$ cat config.mk
export PLATFORM = sky130hd
export DESIGN_NAME = nand_bringup
export DESIGN_NICKNAME = d
export VERILOG_FILES = /design/src/rtl/nand_bringup.sv
export SDC_FILE = /design/constraint.sdc
export NUM_CORES = 1
export LEC_CHECK = 0
export ABC_CLOCK_PERIOD_IN_PS = 2360
export BUFFER_PORTS_ARGS = -buffer_cell sky130_fd_sc_hd__buf_2
export CORE_MARGIN = 3
export CORE_UTILIZATION = 40
export CTS_CLUSTER_DIAMETER = 40
export DETAILED_ROUTE_END_ITERATION = 7
export GPL_ROUTABILITY_DRIVEN = 0
export PLACE_DENSITY = 0.61
export SLEW_MARGIN = 30
export SYNTH_ARGS = -nofsm -noshare
export SYNTH_HDL_FRONTEND = slang
export SYNTH_SLANG_ARGS = --single-unit
$ cat constraint.sdc
create_clock -name clk -period 2.36 [get_ports clk]
set_input_delay 0.59 -clock clk [delete_from_list [all_inputs] [get_ports clk]]
set_output_delay 0.59 -clock clk [all_outputs]
set_load 0.02 [all_outputs]
$ cat src/rtl/nand_bringup.sv
module nand_bringup #(
  parameter int WE_LO = 1,
  parameter int WE_HI = 1,
  parameter int ACC_CYC = 2,
  parameter int RE_HI = 1,
  parameter int CMD_RD_CYC = 3,
  parameter int BUSY_TMO = 100000,
  parameter logic [7:0] MAKER_ID = 8'hEC
) (
  input  logic        clk,
  input  logic        rst_n,
  input  logic        start,
  input  logic        rb,
  input  logic [7:0]  din,
  output logic        cle,
  output logic        ale,
  output logic        ce_n,
  output logic        we_n,
  output logic        re_n,
  output logic [7:0]  dout,
  output logic        done,
  output logic        error,
  output logic [31:0] id_bytes
);
  localparam int M1 = (WE_LO > WE_HI) ? WE_LO : WE_HI;
  localparam int M2 = (ACC_CYC > RE_HI) ? ACC_CYC : RE_HI;
  localparam int M3 = (M1 > M2) ? M1 : M2;
  localparam int MAXC = (M3 > CMD_RD_CYC) ? M3 : CMD_RD_CYC;
  localparam int CW = $clog2(MAXC + 1);
  localparam int TW = $clog2(BUSY_TMO + 1);

  typedef enum logic [3:0] {
    S_IDLE, S_RST_LO, S_RST_HI, S_WAIT_LO, S_WAIT_HI, S_ID_LO, S_ID_HI,
    S_AD_LO, S_AD_HI, S_GAP, S_RD_LO, S_RD_HI, S_DONE
  } st_t;

  st_t st;
  logic [CW-1:0] cnt, lim;
  logic [TW-1:0] tmo;
  logic [1:0] idx;
  logic last, tmo_end;

  always_comb begin
    case (st)
      S_RST_LO, S_ID_LO, S_AD_LO: lim = CW'(WE_LO - 1);
      S_RST_HI, S_ID_HI, S_AD_HI: lim = CW'(WE_HI - 1);
      S_GAP:                      lim = CW'(CMD_RD_CYC - 1);
      S_RD_LO:                    lim = CW'(ACC_CYC - 1);
      S_RD_HI:                    lim = CW'(RE_HI - 1);
      default:                    lim = '0;
    endcase
  end

  assign last    = (cnt == lim);
  assign tmo_end = (tmo == TW'(BUSY_TMO - 1));

  assign ce_n = (st == S_IDLE) || (st == S_DONE);
  assign we_n = !(st == S_RST_LO || st == S_ID_LO || st == S_AD_LO);
  assign re_n = (st != S_RD_LO);
  assign cle  = (st == S_RST_LO || st == S_RST_HI || st == S_ID_LO || st == S_ID_HI);
  assign ale  = (st == S_AD_LO || st == S_AD_HI);
  assign dout = (st == S_RST_LO || st == S_RST_HI) ? 8'hFF :
                (st == S_ID_LO  || st == S_ID_HI)  ? 8'h90 : 8'h00;
  assign done = (st == S_DONE);

  always_ff @(posedge clk) begin
    if (!rst_n) begin
      st <= S_IDLE;
      cnt <= '0;
      tmo <= '0;
      idx <= '0;
      error <= 1'b0;
      id_bytes <= '0;
    end else begin
      cnt <= last ? '0 : cnt + 1'b1;
      case (st)
        S_IDLE: begin
          cnt <= '0;
          if (start) begin
            st <= S_RST_LO;
            error <= 1'b0;
            id_bytes <= '0;
            idx <= '0;
          end
        end
        S_RST_LO: if (last) st <= S_RST_HI;
        S_RST_HI: if (last) begin st <= S_WAIT_LO; tmo <= '0; end
        S_WAIT_LO, S_WAIT_HI: begin
          cnt <= '0;
          if (st == S_WAIT_LO && !rb) st <= S_WAIT_HI;
          else if (st == S_WAIT_HI && rb) st <= S_ID_LO;
          else if (tmo_end) begin st <= S_DONE; error <= 1'b1; end
          else tmo <= tmo + 1'b1;
        end
        S_ID_LO: if (last) st <= S_ID_HI;
        S_ID_HI: if (last) st <= S_AD_LO;
        S_AD_LO: if (last) st <= S_AD_HI;
        S_AD_HI: if (last) st <= S_GAP;
        S_GAP:   if (last) st <= S_RD_LO;
        S_RD_LO: if (last) begin
          st <= S_RD_HI;
          id_bytes[8*idx +: 8] <= din;
        end
        S_RD_HI: if (last) begin
          if (idx == 2'd3) begin
            st <= S_DONE;
            error <= (id_bytes[7:0] != MAKER_ID);
          end else begin
            st <= S_RD_LO;
            idx <= idx + 1'b1;
          end
        end
        default: begin st <= S_IDLE; cnt <= '0; end
      endcase
    end
  end
endmodule

==> impl_metrics.tcl <==
set metrics [dict create \
    final_antenna_net_count 0 \
    final-hold-violation-count 0 \
    slew_violations 0 \
    synthCells 402 \
    holdBufCountCts 0 \
    synth_enable_flop_cells 0 \
    slew_headroom_pct 63.7 \
    async_reset_ff_share_pct 0 \
    drt_wl_total_mm 8.47 \
    hold_path_depth 2 \
    ir_drop_mv 0.414 \
    finalSetupTns_ns 0 \
    reg2reg_slack_ns 0.31 \
    synth.largest_area_cell "dfxtp_1" \
    clkSinkCount 60 \
    place_area_um2 3810 \
    status "completed" \
    dp_hpwl_mm 6.04 \
    synth_area_per_cell_um2 8.39 \
    cp_max_fo 17 \
    post_cts.repair.setup_buffers 0 \
    synthSimpleGateAreaFrac_pct 30.6 \
    period_needed_ns 2.23 \
    n_fill_cell 787 \
    grt_max_degree 59 \
    rsz0062_at_grt "true" \
    dpl_worst_slack_ns 0.232 \
    finalPower_mw 3.48 \
    wl_per_cell_um 15.1 \
    synth_adder_area_share_pct 1.85 \
    startpoint_type "flop" \
    diodes 0 \
    worstPathRequired_ns 1.77 \
    syn_area_um2 3370 \
    die_x_um 97.9 \
    synth-xor-area-share_pct 1.56 \
    grt_pass1_wl_mm 14.0 \
    synth_top_family_by_area "simple AND/OR/NAND/NOR gates" \
    final_layout_size_suffix_gt1_share_pct 24.0 \
    muxShareOfSynthArea_pct 11.6 \
    htreeDepth 3 \
    yosysUniqueCellTypes 59 \
    worstSetupPathType "reg2out" \
    first_pass_iters 4 \
    slowest_stage "dfxtp_2" \
    area_growth_pct 19.3 \
    grt_pass1_vias 2907 \
    clk_latency_ns 0.34 \
    hold_class "reg2reg" \
    root_buffer "clkbuf_8" \
    final_nets 472 \
    synth_flop_cell "dfxtp_1" \
    critPathTopFamily "buffers and inverters" \
    cts_buffer_depth 2 \
    io_pins 59 \
    yosysTopAreaCellShare_pct 35.6 \
    fin_area_um2 4030 \
    synth_warnings 0 \
    worst-path-stages 3 \
    cts_resized 0 \
    antenna_found_initial 0 \
    finalClockSkew_ns 0.0108 \
    die_h_um 97.9 \
    cpPeakStageDelay_ns 0.43 \
    leakagePower_nw 1.64 \
    r2r_cells 5 \
    grt_overflow 0 \
    dr_total_vias 3136 \
    p_per_area_nw_per_um2 865 \
    fmaxAchievable_ghz 0.449 \
    setup_viol 0 \
    die_area_um2 9570 \
    cap_viol_max_count 0 \
    synth_fp_nets 419 \
    cts_tree "yes" \
    end_kind "output port" \
    synth_compound_area_share_pct 13.2 \
    dp_cells 546 \
    path_buf_inv 2 \
    vias_per_cell 5.59 \
    worst_pin_slew_ns 0.538 \
    rows 32 \
    instances_no_fill 561 \
    initial_core_util_pct 42.4 \
    io_buffers 58 \
    ys_seq_area_share_pct 35.6 \
    first_iter_violations 154 \
    synth-seq-cells 60 \
    yosys-top-cells-area "dfxtp_1, mux2i_1, nand2_1" \
    grt.total_usage_pct 17.5 \
    timing.final.ws_setup_ns 0.135 \
    finalCritPeriodShare_pct 94.3 \
    core_area_um2 7970 \
    arrival_ns 1.64 \
    cp_cell_sequence "buf_4 -> nand4bb_1 -> buf_2" \
    clkTransAtPathRegs_ns 0.07 \
    numCtsBuffers 9 \
    drc 0 \
]
## cell families after synthesis
kind of cell	Yosys count
flops	60
simple gates	188
compound gates	63
xor+xnor	6
fa+ha+maj	5
mux	39
buf+inv	41
## path summary, 6_finish.rpt
kind	from	end
max	st[3]$_SDFFE_PN0N_	re_n
min	id_bytes[28]$_SDFFE_PN0P_	id_bytes[28]$_SDFFE_PN0P_
max reg2reg	st[3]$_SDFFE_PN0N_	id_bytes[6]$_SDFFE_PN0P_
min reg2reg	id_bytes[28]$_SDFFE_PN0P_	id_bytes[28]$_SDFFE_PN0P_
## routing by layer
metal | wire [um] | up-vias | track usage (%)
met1 | 3860 | 1482 | 22.9
met3 | 403 | 11 | 3.79
met2 | 4080 | 76 | 28.5
li1 | - | 1567 | -
met4 | 126 | 0 | 5.75
met5 | 0 | - | 0
## Yosys cell counts (5+ instances only)
cell / instances
nand2_1: 58
dfxtp_1: 60
clkbuf_1: 20
nand3b_1: 6
nor3_1: 6
nand3_1: 38
nand4_1: 7
inv_1: 5
o31ai_1: 9
ha_1: 5
nor2_1: 18
buf_4: 6
o21ai_0: 6
and4_1: 5
buf_2: 7
a21oi_1: 15
or4_1: 8
mux2i_1: 39
## state kept, by name (all words and copies together) (netlist names)
name and flops:
cnt 2, lim 2, idx 2, st 4, error 1, tmo 17
id_bytes 32
## layout make-up
| cell class | count | area (um2) | area share (%) |
|---|---|---|---|
| clock inverters | 4 | 73.8 | 1.83 |
| multi-input cells | 301 | 1990 | 49.5 |
| clock buffers | 11 | 141 | 3.51 |
| well taps | 102 | 128 | 3.17 |
| flip-flops and latches | 60 | 1200 | 29.9 |
| repair buffers | 78 | 465 | 11.6 |
| inverters | 5 | 18.8 | 0.466 |
## stage by stage
stage / util (%) / hold WS [ns]
2_1_floorplan: - / 0.442
3_3_place_gp: 47.8 / 0.439
3_5_place_dp: 47.8 / 0.446
4_1_cts: 50.5 / 0.458
5_1_grt: 50.5 / 0.468
6_report: 50.5 / 0.458
## worst min-delay path: stages, from the launching register on
cell	delay [ns]
dfxtp_1	0.31
nand2_1	0.05
mux2i_1	0.05
## layout by cell type (no fill, tap or decap), types with 4 or more instances in the layout
| cell type | instances |
|---|---|
| inv_1 | 5 |
| mux2i_1 | 39 |
| a21oi_1 | 15 |
| and4_1 | 5 |
| nand3b_1 | 6 |
| buf_4 | 18 |
| ha_1 | 5 |
| buf_2 | 58 |
| a21o_1 | 4 |
| nand3_1 | 38 |
| or3_1 | 4 |
| or4_1 | 8 |
| or2_2 | 4 |
| clkbuf_8 | 10 |
| nand4_1 | 7 |
| o21ai_0 | 6 |
| dfxtp_1 | 57 |
| xnor2_1 | 4 |
| nand2b_1 | 4 |
| nor4b_1 | 4 |
| nand2_1 | 58 |
| o31ai_1 | 9 |
| nor2_1 | 18 |
| nor3_1 | 5 |
## power breakdown
| group | total [mW] | internal, mW | switching, mW | leakage (nW) |
|---|---|---|---|---|
| logic | 1.37 | 0.536 | 0.830 | 1.04 |
| clock network | 1.02 | 0.618 | 0.406 | 0.109 |
| registers | 1.09 | 1.05 | 0.0447 | 0.485 |
Power figures use the tool's default switching activity.
